**config.mk**
```make
export PLATFORM = sky130hd
export DESIGN_NAME = sst_top
export DESIGN_NICKNAME = d
export VERILOG_FILES = /design/src/rtl/sst_pkg.sv /design/src/rtl/sst_sck_sync.sv /design/src/rtl/sst_core.sv /design/src/rtl/sst_top.sv
export SDC_FILE = /design/constraint.sdc
export NUM_CORES = 1
export LEC_CHECK = 0
export BUFFER_PORTS_ARGS = -buffer_cell sky130_fd_sc_hd__buf_4
export CORE_ASPECT_RATIO = 1.25
export CORE_MARGIN = 2
export CORE_UTILIZATION = 55
export DETAILED_ROUTE_END_ITERATION = 7
export HOLD_SLACK_MARGIN = 0.1
export PLACE_DENSITY = 0.78
export SYNTH_ARGS = -nofsm -noshare
export SYNTH_HDL_FRONTEND = slang
export SYNTH_SLANG_ARGS = --single-unit
```
**constraint.sdc**
```tcl
create_clock -name clk -period 2.7 [get_ports clk]
set_input_delay 0.675 -clock clk [delete_from_list [all_inputs] [get_ports clk]]
set_output_delay 0.675 -clock clk [all_outputs]
set_load 0.02 [all_outputs]
```
**src/rtl/sst_pkg.sv**
```systemverilog
package sst_pkg;
  function automatic logic tx_run(input logic port_on, input logic sync_sel,
                                  input logic clk_master, input logic tx_on,
                                  input logic rx_once, input logic rx_stream);
    return port_on & sync_sel & tx_on & ~clk_master & ~rx_once & ~rx_stream;
  endfunction

  function automatic int frame_len(input logic nine, input int data_w);
    return nine ? data_w + 1 : data_w;
  endfunction
endpackage

```
**src/rtl/sst_sck_sync.sv**
```systemverilog
module sst_sck_sync #(
  parameter int STAGES = 2
) (
  input  logic clk,
  input  logic rst_n,
  input  logic sck_pin,
  input  logic sck_inv,
  output logic rise,
  output logic fall
);
  logic [STAGES:0] chain;
  logic            norm;

  assign norm = sck_pin ^ sck_inv;

  generate
    for (genvar i = 0; i <= STAGES; i++) begin : g_stage
      if (i == 0) begin : g_first
        always_ff @(posedge clk or negedge rst_n)
          if (!rst_n) chain[0] <= 1'b0;
          else        chain[0] <= norm;
      end else begin : g_next
        always_ff @(posedge clk or negedge rst_n)
          if (!rst_n) chain[i] <= 1'b0;
          else        chain[i] <= chain[i-1];
      end
    end
  endgenerate

  assign rise = chain[STAGES-1] & ~chain[STAGES];
  assign fall = ~chain[STAGES-1] & chain[STAGES];
endmodule

```
**src/rtl/sst_core.sv**
```systemverilog
module sst_core #(
  parameter int DATA_W = 8
) (
  input  logic              clk,
  input  logic              rst_n,
  input  logic              run,
  input  logic              wr_stb,
  input  logic [DATA_W-1:0] wr_byte,
  input  logic              len9,
  input  logic              bit9_in,
  input  logic              rise,
  input  logic              fall,
  output logic              sdo,
  output logic              busy,
  output logic              hold_full,
  output logic              done_evt
);
  import sst_pkg::*;
  localparam int WORD_W = DATA_W + 1;
  localparam int CNT_W  = $clog2(WORD_W + 1);

  logic [WORD_W-1:0] sh_q, sh_d, hold_q, hold_d, wr_word;
  logic [CNT_W-1:0]  left_q, left_d, hold_len_q, hold_len_d, wr_len;
  logic              busy_d, hold_full_d, dout_q, dout_d;

  assign wr_word  = {bit9_in & len9, wr_byte};
  assign wr_len   = CNT_W'(frame_len(len9, DATA_W));
  assign done_evt = run & busy & (left_q == '0) & fall;

  always_comb begin
    sh_d        = sh_q;
    left_d      = left_q;
    hold_d      = hold_q;
    hold_len_d  = hold_len_q;
    busy_d      = busy;
    hold_full_d = hold_full;
    dout_d      = dout_q;
    if (!run) begin
      busy_d      = 1'b0;
      hold_full_d = 1'b0;
      left_d      = '0;
      dout_d      = 1'b1;
    end else begin
      if (busy && (left_q != '0) && rise) begin
        dout_d = sh_q[0];
        sh_d   = sh_q >> 1;
        left_d = left_q - 1'b1;
      end
      if (done_evt) begin
        dout_d = 1'b1;
        if (hold_full) begin
          sh_d        = hold_q;
          left_d      = hold_len_q;
          hold_full_d = 1'b0;
        end else begin
          busy_d = 1'b0;
        end
      end
      if (wr_stb) begin
        if (!busy_d) begin
          sh_d   = wr_word;
          left_d = wr_len;
          busy_d = 1'b1;
        end else if (!hold_full_d) begin
          hold_d      = wr_word;
          hold_len_d  = wr_len;
          hold_full_d = 1'b1;
        end
      end
    end
  end

  always_ff @(posedge clk or negedge rst_n) begin
    if (!rst_n) begin
      sh_q       <= '0;
      left_q     <= '0;
      hold_q     <= '0;
      hold_len_q <= '0;
      busy       <= 1'b0;
      hold_full  <= 1'b0;
      dout_q     <= 1'b1;
    end else begin
      sh_q       <= sh_d;
      left_q     <= left_d;
      hold_q     <= hold_d;
      hold_len_q <= hold_len_d;
      busy       <= busy_d;
      hold_full  <= hold_full_d;
      dout_q     <= dout_d;
    end
  end

  assign sdo = dout_q;
endmodule

```
**src/rtl/sst_top.sv**
```systemverilog
module sst_top #(
  parameter int DATA_W      = 8,
  parameter int SYNC_STAGES = 2
) (
  input  logic              clk,
  input  logic              rst_n,
  input  logic              port_on,
  input  logic              sync_sel,
  input  logic              clk_master,
  input  logic              tx_on,
  input  logic              rx_once,
  input  logic              rx_stream,
  input  logic              irq_en,
  input  logic              len9,
  input  logic              bit9_in,
  input  logic              sck_inv,
  input  logic              wr_stb,
  input  logic [DATA_W-1:0] wr_byte,
  input  logic              sck_pin,
  output logic              sdo,
  output logic              sdo_oe,
  output logic              tx_empty,
  output logic              tx_irq,
  output logic              shreg_empty
);
  import sst_pkg::*;

  logic run, rise, fall, busy, hold_full, done_evt;

  assign run = tx_run(port_on, sync_sel, clk_master, tx_on, rx_once, rx_stream);

  sst_sck_sync #(.STAGES(SYNC_STAGES)) u_sync (
    .clk(clk), .rst_n(rst_n), .sck_pin(sck_pin), .sck_inv(sck_inv),
    .rise(rise), .fall(fall)
  );

  sst_core #(.DATA_W(DATA_W)) u_core (
    .clk(clk), .rst_n(rst_n), .run(run), .wr_stb(wr_stb), .wr_byte(wr_byte),
    .len9(len9), .bit9_in(bit9_in), .rise(rise), .fall(fall),
    .sdo(sdo), .busy(busy), .hold_full(hold_full), .done_evt(done_evt)
  );

  assign sdo_oe      = busy;
  assign shreg_empty = ~busy;
  assign tx_empty    = ~hold_full;
  assign tx_irq      = tx_empty & irq_en;
endmodule

```
==> impl_results.md, run 1 <==
* Clock Root Buffer: clkbuf_4
* Layout cells sized above 1 at 31.61%
* Max-Cap Viols at 0
* Worst-path fanout max at 11
* Reg2Reg Depth at 8
* Setup TNS at 0 ns
* Flop2flop setup slack at 0.47 ns
* Seq/Total Area, Yosys at 47.36%
* Critical Path RT at 2.93 ns
* Leakage at 0.8489 nW
* Worst-Margin Slew at 0.5497 ns
* Worst min path class: input port to asynchronous set/reset pin
* Final Critical Period at 2.229 ns
* Syn Std Cell Area at 0.001588 mm2
* Sw Share at 26.40%
* Fin util at 69.02%
* P&R area growth vs syn at 17.65%
* Global route overflow at 0
* Post-DP HPWL at 2.463 mm
* Clock power frac at 31.8%
* Initial antenna violation count at 0
* Pin count of the biggest net entering global routing at 31
* Final Wtd Congestion at 0.8269
* Setup slack after layout at 0.4710 ns
* Sequential power share at 55.5%
* CTS tree: done
* Final wirelength at 3.506 mm
* Fin. Hold Viols at 0
* Die Wd at 52.06 um
* Distinct cells, synth at 47
* Final Net Count at 196
* Crit path DAT at 2.46 ns
* Syn nets at 167
* Pre-antenna DRT Iters at 4
* N_diodes at 0
* DP Area at 0.001808 mm2
* Crit path capture: u_core.hold_q[1]
* TritonCTS buffer count at 5
* Vias in the first global route at 1,265
* Avg Inst Size Synth at 11.03 um2
* Cells after synthesis at 144
* P_int at 0.0006660 W
* Vias per cell at 6.029
* Worst slack, placed at 0.3243 ns
* Critical R2R Launch: u_core.left_q[0]
* Number of nets still failing antenna checks after routing at 0
* Sw Pwr at 0.0002390 W
* Combinational share of power at 12.7%
* H-tree depth at 2
* DRC at 0
* Startpoint types: register
* Pwr dens at 484.5 mW/mm2
* Global-route wire length before repair at 5.858 mm
* Die ar. at 0.003335 mm2
* Avg WL per Cell at 16.86 um
* Crit. End Element: register
* Ys flop type: dfrtp_1
* CTS Buffer Depth at 2
* Slew margin rel. at 63.22%
* Core area at 0.002706 mm2
* Post-synth ARST share at 100.0%
* Site row count at 21
* I/O pin total at 27
* Initial core utilization at 58.67%
* Max frequency at 0.4486 GHz
* Unrepaired setup endpoints after global routing: false
* Number of flops mapped to enable cells by yosys at 0
* Clk Latency, worst-skew pair at 0.35 ns
* Post-CTS setup buffers at 0
* Post-CTS sizing at 0
* Initial DRC Count at 44
* CTS sink cnt at 30
* Slew Limit Fails at 0
* Worst reg2reg endpoint: u_core.hold_q[1]
* Worst VDD drop at 0.4139 mV
* Worst Skew at 0.01714 ns
* Hold_buf cts at 0
* CP Class: register to register
* Die Ht at 64.07 um
* I/O Buffers at 26
* Clock transition at path regs at 0.11 ns
* DR vias at 1,254
* CP Launch Point: u_core.left_q[0]
* Final setup vio count at 0
* Synth warn at 0
* Final period util at 82.56%
* Min Hold Slack at 0.2301 ns
* Fin area at 0.001868 mm2
* GR Util All Layers at 24.14%
* Register bit count reported by yosys at 30
* Status: finished clean
## cells in the mapped netlist, drive strengths merged, types with 2 or more instances
| library cell | number | area, um2 |
|---|---|---|
| a41o | 2 | 20.02 |
| dfrtp | 29 | 725.7 |
| buf | 3 | 21.27 |
| xor2 | 2 | 17.52 |
| nor4 | 2 | 27.53 |
| nand2 | 9 | 33.78 |
| mux2 | 10 | 146.4 |
| nor2b | 4 | 25.02 |
| a211oi | 3 | 22.52 |
| o221ai | 6 | 52.55 |
| a21oi | 9 | 48.80 |
| inv | 7 | 26.28 |
| o21ai | 9 | 45.04 |
| and2 | 2 | 15.02 |
| clkbuf | 3 | 11.26 |
| nor2 | 12 | 63.82 |
| or2b | 2 | 16.27 |
| and3 | 3 | 18.77 |
| a2bb2oi | 5 | 43.79 |
| nand4 | 3 | 18.77 |
| a31oi | 3 | 25.02 |
## cell type report
cell class,count,area [um2]
multi-input cells,101,777.0
clock inverters,1,5.005
clock buffers,7,55.05
flip-flops and latches,30,752.0
well taps,34,42.54
repair buffers,28,210.2
inverters,7,26.28
fillers,204,838.3
## cells in the final DEF (no fill, tap or decap), drive strengths merged, types with 2 or more instances in the layout
cell type / count
dfrtp: 29
buf: 28
nor2: 12
mux2: 10
nand2: 9
o21ai: 9
a21oi: 9
inv: 7
clkbuf: 7
o221ai: 6
a2bb2oi: 5
nor2b: 4
a211oi: 3
nand4: 3
and3: 3
a31oi: 3
xor2: 2
a41o: 2
and2: 2
or2b: 2
nor4: 2
## routing by layer
metal | GRT usage, % | vias up | wire [um]
met5 | 0 | - | 0
met1 | 29.83 | 616 | 1409
met3 | 5.607 | 7 | 216
met2 | 40.82 | 46 | 1817
met4 | 7.895 | 0 | 62
li1 | - | 585 | -
## sequential cells by signal, summed over array words and instances (netlist names)
signal             flops
u_core.busy            1
u_core.hold_q          9
u_core.hold_len_q      2
u_core.hold_full       1
u_core.sdo             1
u_core.sh_q            9
u_core.left_q          4
u_sync.chain           3
## worst max-delay path: stages, from the launching register on
cell     delay, ns
dfrtp_1       0.39
inv_1         0.10
ha_1          0.21
or3b_4        0.45
nor2_8        0.16
nor2_2        0.06
nor4_4        0.12
buf_4         0.27
mux2_2        0.35
## power groups by stage
| stage | clock, W | sequential, W | combinational (W) |
|---|---|---|---|
| floorplan | 0 | 0.000503 | 0.0000676 |
| global placement | 0 | 0.000510 | 0.000112 |
| detailed placement | 0 | 0.000509 | 0.000115 |
| CTS | 0.000287 | 0.000501 | 0.000116 |
| global route | 0.000308 | 0.000505 | 0.000129 |
| finish | 0.000288 | 0.000502 | 0.000115 |
## per-stage QoR
stage / power (W) / cells
floorplan: 0.0005709 / 144
global placement: 0.0006220 / 200
detailed placement: 0.0006246 / 200
CTS: 0.0009045 / 208
global route: 0.0009425 / 208
finish: 0.0009050 / 208
## how the worst min path moves through the flow
stage                          startpoint               end  cells past startpoint
final                               rst_n  u_core.hold_q[2]                      1
after global routing                rst_n       u_core.busy                      1
after CTS                           rst_n       u_core.busy                      1
after detailed placement  u_sync.chain[0]   u_sync.chain[1]                      0
after global placement    u_sync.chain[0]   u_sync.chain[1]                      0
after floorplan           u_sync.chain[0]   u_sync.chain[1]                      0
## kinds of logic after synthesis
| logic type | Yosys count | synth area share [%] |
|---|---|---|
| buffers and inverters | 13 | 3.704 |
| AO/OA/AOI/OAI | 41 | 18.05 |
| AND/OR/NAND/NOR | 45 | 18.60 |
| adder cells (fa/ha/maj) | 1 | 0.7879 |
| XOR/XNOR | 3 | 1.655 |
| multiplexers | 11 | 9.850 |
| flip-flops | 30 | 47.36 |
No activity file was read; power rests on OpenSTA's default activity.
==> run 2, diff against run 1 <==
Settings changed: CORE_UTILIZATION 55 to 50, PLACE_DENSITY 0.78 to 0.75.
Clock period 2.7 ns to 2 ns, I/O delays scaled along.
==> run 2 against run 1 <==
Against the previous run:
- the run now ends with negative setup slack left
- critical path depth shrank 1
- non-clock buffer count grew 15
- final cell count grew 8.2%
- hold slack gained 0.10 ns
- combinational power grew 62%
- sequential power grew 36%
- via count grew 3.6%
- routed wire length grew 8.3%
- global-route usage is essentially flat
- critical endpoint is now u_core.hold_q[0]
- largest power group unchanged
==> impl_results.md, run 2 (synthesis results as in run 1) <==
* Min Hold Slack at 0.3313 ns
* Initial core utilization at 53.41%
* Slew margin rel. at 66.43%
* DR vias at 1,299
* Clock transition at path regs at 0.10 ns
* Pin count of the biggest net entering global routing at 31
* N_diodes at 0
* Pre-antenna DRT Iters at 4
* CP Launch Point: u_core.left_q[0]
* Post-DP HPWL at 2.622 mm
* GR Util All Layers at 24.13%
* I/O pin total at 27
* Final setup vio count at 10
* Critical-path top delay cell: or3b_4
* Crit-path cells: inv_2, ha_4, or3b_4, nor3_4, nor4_4, buf_12, mux2_4
* CTS sink cnt at 30
* Crit. End Element: register
* DP Area at 0.001926 mm2
* Final Critical Period at 2.068 ns
* Vias per cell at 5.773
* Slew Limit Fails at 0
* Worst reg2reg endpoint: u_core.hold_q[0]
* Avg WL per Cell at 16.88 um
* Critical Path Max Stage Delay at 0.43 ns
* Crit path DAT at 2.29 ns
* Final Wtd Congestion at 0.8884
* Crit path capture: u_core.hold_q[0]
* Clock Root Buffer: clkbuf_4
* FILL cells at 228
* Pwr dens at 595.4 mW/mm2
* Met3 routed WL at 127 um
* Wl on met1 at 1.564 mm
* Final period util at 103.4%
* Violated checks: negative setup slack
* Fin util at 70.54%
* Global-route wire length before repair at 6.230 mm
* Clk Latency, worst-skew pair at 0.33 ns
* Max frequency at 0.4836 GHz
* Top routing layer in use: met4
* CTS tree: done
* Startpoint types: register
* Initial DRC Count at 40
* Worst-Margin Slew at 0.5017 ns
* Worst min path class: input port to register
* Worst-path fanout max at 11
* Die ar. at 0.003645 mm2
* Die Ht at 67.01 um
* Max-Cap Viols at 0
* I/O Buffers at 26
* Fin. Hold Viols at 0
* CP Class: register to register
* Commonest non-fill, non-tap cells in the layout: 39 x buf_4, 29 x dfrtp_1, 10 x nor2_1, 10 x mux2_4, 9 x nand2_1
* Layout cells sized above 1 at 43.39%
* Reg2Reg Depth at 7
* Critical R2R Launch: u_core.left_q[0]
* Unrepaired setup endpoints after global routing: true
* Leakage at 0.9433 nW
* DRC at 0
* Flop2flop setup slack at -0.07 ns
* Worst Skew at 0.007414 ns
* CTS Buffer Depth at 2
* Most common cell after layout, fill and taps aside: buf_4
* Met2 wire len at 2.044 mm
* Worst VDD drop at 0.5385 mV
* Hold_sp: sck_pin
* Die Wd at 54.40 um
* Initial antenna violation count at 0
* Number of nets still failing antenna checks after routing at 0
* H-tree depth at 2
* Setup slack after layout at -0.06803 ns
* TritonCTS buffer count at 5
* Core area at 0.002973 mm2
* Fin area at 0.002097 mm2
* Final wirelength at 3.797 mm
* Vias in the first global route at 1,349
* Site row count at 22
* Largest regs: u_core.hold_q: 9 flops, u_core.sh_q: 9 flops, u_core.left_q: 4 flops
* Critical Path RT at 2.22 ns
* Global route overflow at 0
* Final Net Count at 211
* Status: finished with violations
* P&R area growth vs syn at 32.07%
[run 2: changes by cell type in the layout (fill, tap and decap cells not counted), sizes merged]
cell	delta
buf	+14
dlygate4sd3	+1
[run 2: how the worst min path moves through the flow]
stage	endpoint	depth (start not counted)	slack (ns)
finish	u_sync.chain[0]	2	0.33
global route	u_sync.chain[0]	2	0.32
CTS	u_sync.chain[0]	2	0.33
detailed placement	u_sync.chain[1]	0	0.34
global placement	u_sync.chain[1]	0	0.33
floorplan	u_core.busy	0	0.20
[run 2: per-layer routing]
metal  vias up  GRT usage (%)
met2        30          40.66
li1        618              -
met1       645          29.05
met5         -              0
met3         6          5.381
met4         0          9.375
[run 2: repair_timing]
item,4_1_cts,5_1_grt
buffers inserted,0,2
endpoints found under the setup margin,14,19
resized for setup,2,13
hold buffers,1,0
pin swaps,0,2
endpoints found under the hold margin,29,0
[run 2: layout make-up]
| cell class | instances | area [um2] | share of cell area [%] |
|---|---|---|---|
| Multi-Input combinational cell | 101 | 868.3 | 41.41 |
| Sequential cell | 30 | 752.0 | 35.86 |
| Timing Repair Buffer | 43 | 345.3 | 16.47 |
| Clock buffer | 7 | 55.05 | 2.625 |
| Tap cell | 36 | 45.04 | 2.148 |
| Inverter | 7 | 26.28 | 1.253 |
| Clock inverter | 1 | 5.005 | 0.2387 |
[run 2: worst max-delay path: cells and delay by family (launching register included)]
family | cells | cell delay [ns]
adders and majority gates | 1 | 0.15
buffers and inverters | 2 | 0.25
DFF | 1 | 0.40
muxes | 1 | 0.30
and+or+nand+nor | 3 | 0.85
[run 2: power breakdown]
| part | switching [W] | leakage [nW] | internal, W |
|---|---|---|---|
| sequential | 0.0000313 | 0.395 | 0.000650 |
| clock | 0.000211 | 0.0353 | 0.000170 |
| combinational | 0.0000854 | 0.513 | 0.000101 |
[run 2: metrics by stage]
step	setup slack (ns)	power, W	std cells	TNS, ns
after floorplan	0.02136	0.0007709	144	0
after global placement	-0.03650	0.0008444	214	-0.1075
after detailed placement	-0.06752	0.0008518	214	-0.3909
after CTS	-0.08788	0.001235	223	-0.7645
after global routing	-0.1316	0.001309	225	-1.313
final	-0.06803	0.001249	225	-0.5746
==> run 3, diff against run 2 <==
Settings changed: CORE_UTILIZATION 50 to 45, PLACE_DENSITY 0.75 to 0.69, SKIP_LAST_GASP set to 1.
==> run 3 against run 2 <==
Against the previous run:
- the flow still finishes with violations (negative setup slack)
- critical endpoint is now u_core.hold_q[3]
- sequential power barely moved
- register-to-register slack got worse by 0.06 ns
- total power rose by 9.8%
- largest cell class unchanged
- utilization fell by 8.6 points
- final cell count rose by 2.7%
- die area rose by 10%
==> impl_results.md, run 3 (synthesis results as in run 1) <==
* Met1 Use GR at 26.08%
* Layout cells sized above 1 at 42.19%
* Worst-Margin Slew at 0.5219 ns
* Core area at 0.003423 mm2
* CTS sink cnt at 30
* Critical-path top delay cell: or3b_4
* M3 GR Usage at 5.185%
* Slew Limit Fails at 0
* Crit path DAT at 2.31 ns
* Fin area at 0.002121 mm2
* CTS tree: done
* DP Area at 0.001922 mm2
* Hold_buf cts at 0
* Number of nets still failing antenna checks after routing at 0
* Final wirelength at 4.001 mm
* Avg WL per Cell at 17.32 um
* Most common cell after layout, fill and taps aside: buf_4
* Largest regs: u_core.hold_q: 9 flops, u_core.sh_q: 9 flops, u_core.left_q: 4 flops
* Pin count of the biggest net entering global routing at 31
* Pwr dens at 646.5 mW/mm2
* Min Hold Slack at 0.1261 ns
* Clock Root Buffer: clkbuf_8
* Die Ht at 70.41 um
* Final setup vio count at 13
* Final cell count without fillers at 231
* Slew margin rel. at 65.08%
* H-tree depth at 2
* CTS Buffer Depth at 2
* Critical R2R Launch: u_core.left_q[0]
* DRC at 0
* Final Net Count at 214
* Max-Cap Viols at 0
* Largest delay share family, worst path: simple AND/OR/NAND/NOR gates
* Setup TNS at -1.339 ns
* Reg2Reg Depth at 8
* N_diodes at 0
* Sw Pwr at 0.0003552 W
* Worst-path fanout max at 5
* Violated checks: negative setup slack
* Worst VDD drop at 0.4534 mV
* Overall Power at 0.001371 W
* FILL cells at 294
* Flop2flop setup slack at -0.13 ns
* Worst reg2reg endpoint: u_core.hold_q[3]
* Die Wd at 57.13 um
* TritonCTS buffer count at 5
* P&R area growth vs syn at 33.57%
* GRT Max-Usage Layer: met2
* Global route overflow at 0
* Max frequency at 0.4694 GHz
* Crit-path cells: inv_2, ha_4, or3b_4, nor3_4, nor4_4, buf_4, clkbuf_16, mux2_4
* Commonest non-fill, non-tap cells in the layout: 43 x buf_4, 29 x dfrtp_1, 9 x nand2_1, 9 x nor2_1, 9 x mux2_4
* Setup slack after layout at -0.1306 ns
* Clock power frac at 37.8%
* Site row count at 24
* Fin. Hold Viols at 0
* GR Util All Layers at 21.63%
* Sw Share at 25.90%
* Initial DRC Count at 47
* Status: finished with violations
* Crit. End Element: register
* Unrepaired setup endpoints after global routing: true
* CP Class: register to register
* Final Wtd Congestion at 0.8088
* Post-DP HPWL at 2.801 mm
* I/O Buffers at 26
* Met2 global-route usage at 36.78%
* Pre-antenna DRT Iters at 4
* P_int at 0.001016 W
* Clock transition at path regs at 0.07 ns
* Critical Path Max Stage Delay at 0.43 ns
* Final Critical Period at 2.131 ns
* Initial core utilization at 46.38%
* DR vias at 1,348
* Worst min path class: input port to asynchronous set/reset pin
* Final period util at 106.5%
* Sequential power share at 49.7%
* Vias per cell at 5.835
* Die ar. at 0.004023 mm2
* Leakage at 0.9610 nW
* Vias in the first global route at 1,438
* I/O pin total at 27
* Clk Latency, worst-skew pair at 0.29 ns
* Buf/Inv on CP at 3
* Worst Skew at 0.005826 ns
* Combinational share of power at 12.5%
* Dpl cells at 216
* Initial antenna violation count at 0
* Critical Path RT at 2.18 ns
* Global-route wire length before repair at 6.637 mm
* Startpoint types: register
[run 3: area by class of cell]
| cell class | count | area, um2 | area share [%] |
|---|---|---|---|
| Clock buffer | 6 | 82.58 | 3.894 |
| Clock inverter | 2 | 12.51 | 0.5900 |
| Inverter | 7 | 26.28 | 1.239 |
| Multi-Input combinational cell | 101 | 819.5 | 38.64 |
| Sequential cell | 30 | 752.0 | 35.46 |
| Tap cell | 39 | 48.80 | 2.301 |
| Timing Repair Buffer | 46 | 379.1 | 17.88 |
[run 3: per-layer routing]
layer,wire length (um),up-vias
met5,0,-
met2,2128,45
met3,191,12
li1,-,624
met4,75,0
met1,1605,667
[run 3: repair_timing]
action                                  4_1_cts  5_1_grt
setup buffers                                 1        5
endpoints found under the setup margin       11       19
cloned                                        0        1
gates resized for setup                       1        6
pin swaps                                     0        1
[run 3: worst max-delay path by stage]
| stage | startpoint | endpoint | depth (start not counted) |
|---|---|---|---|
| floorplan | u_core.left_q[0] | u_core.hold_len_q[0] | 8 |
| global placement | clk_master | u_core.hold_q[1] | 7 |
| detailed placement | u_core.left_q[0] | u_core.hold_q[1] | 8 |
| CTS | u_core.left_q[0] | u_core.hold_q[1] | 8 |
| global route | u_core.left_q[0] | u_core.hold_q[0] | 8 |
| finish | u_core.left_q[0] | u_core.hold_q[3] | 8 |
[run 3: power groups by stage]
stage	combinational, W	sequential (W)	clock (W)
after global routing	0.000188	0.000685	0.000550
after CTS	0.000167	0.000678	0.000524
after floorplan	0.0000914	0.000679	0
after global placement	0.000161	0.000687	0
after detailed placement	0.000164	0.000690	0
final	0.000172	0.000681	0.000519
[run 3: through the flow]
stage	utilization [%]	setup slack [ns]
after CTS	59.39	-0.08234
final	61.95	-0.1306
after global routing	61.95	-0.1740
after floorplan	-	0.02136
after global placement	56.14	-0.02488
after detailed placement	56.14	-0.06190
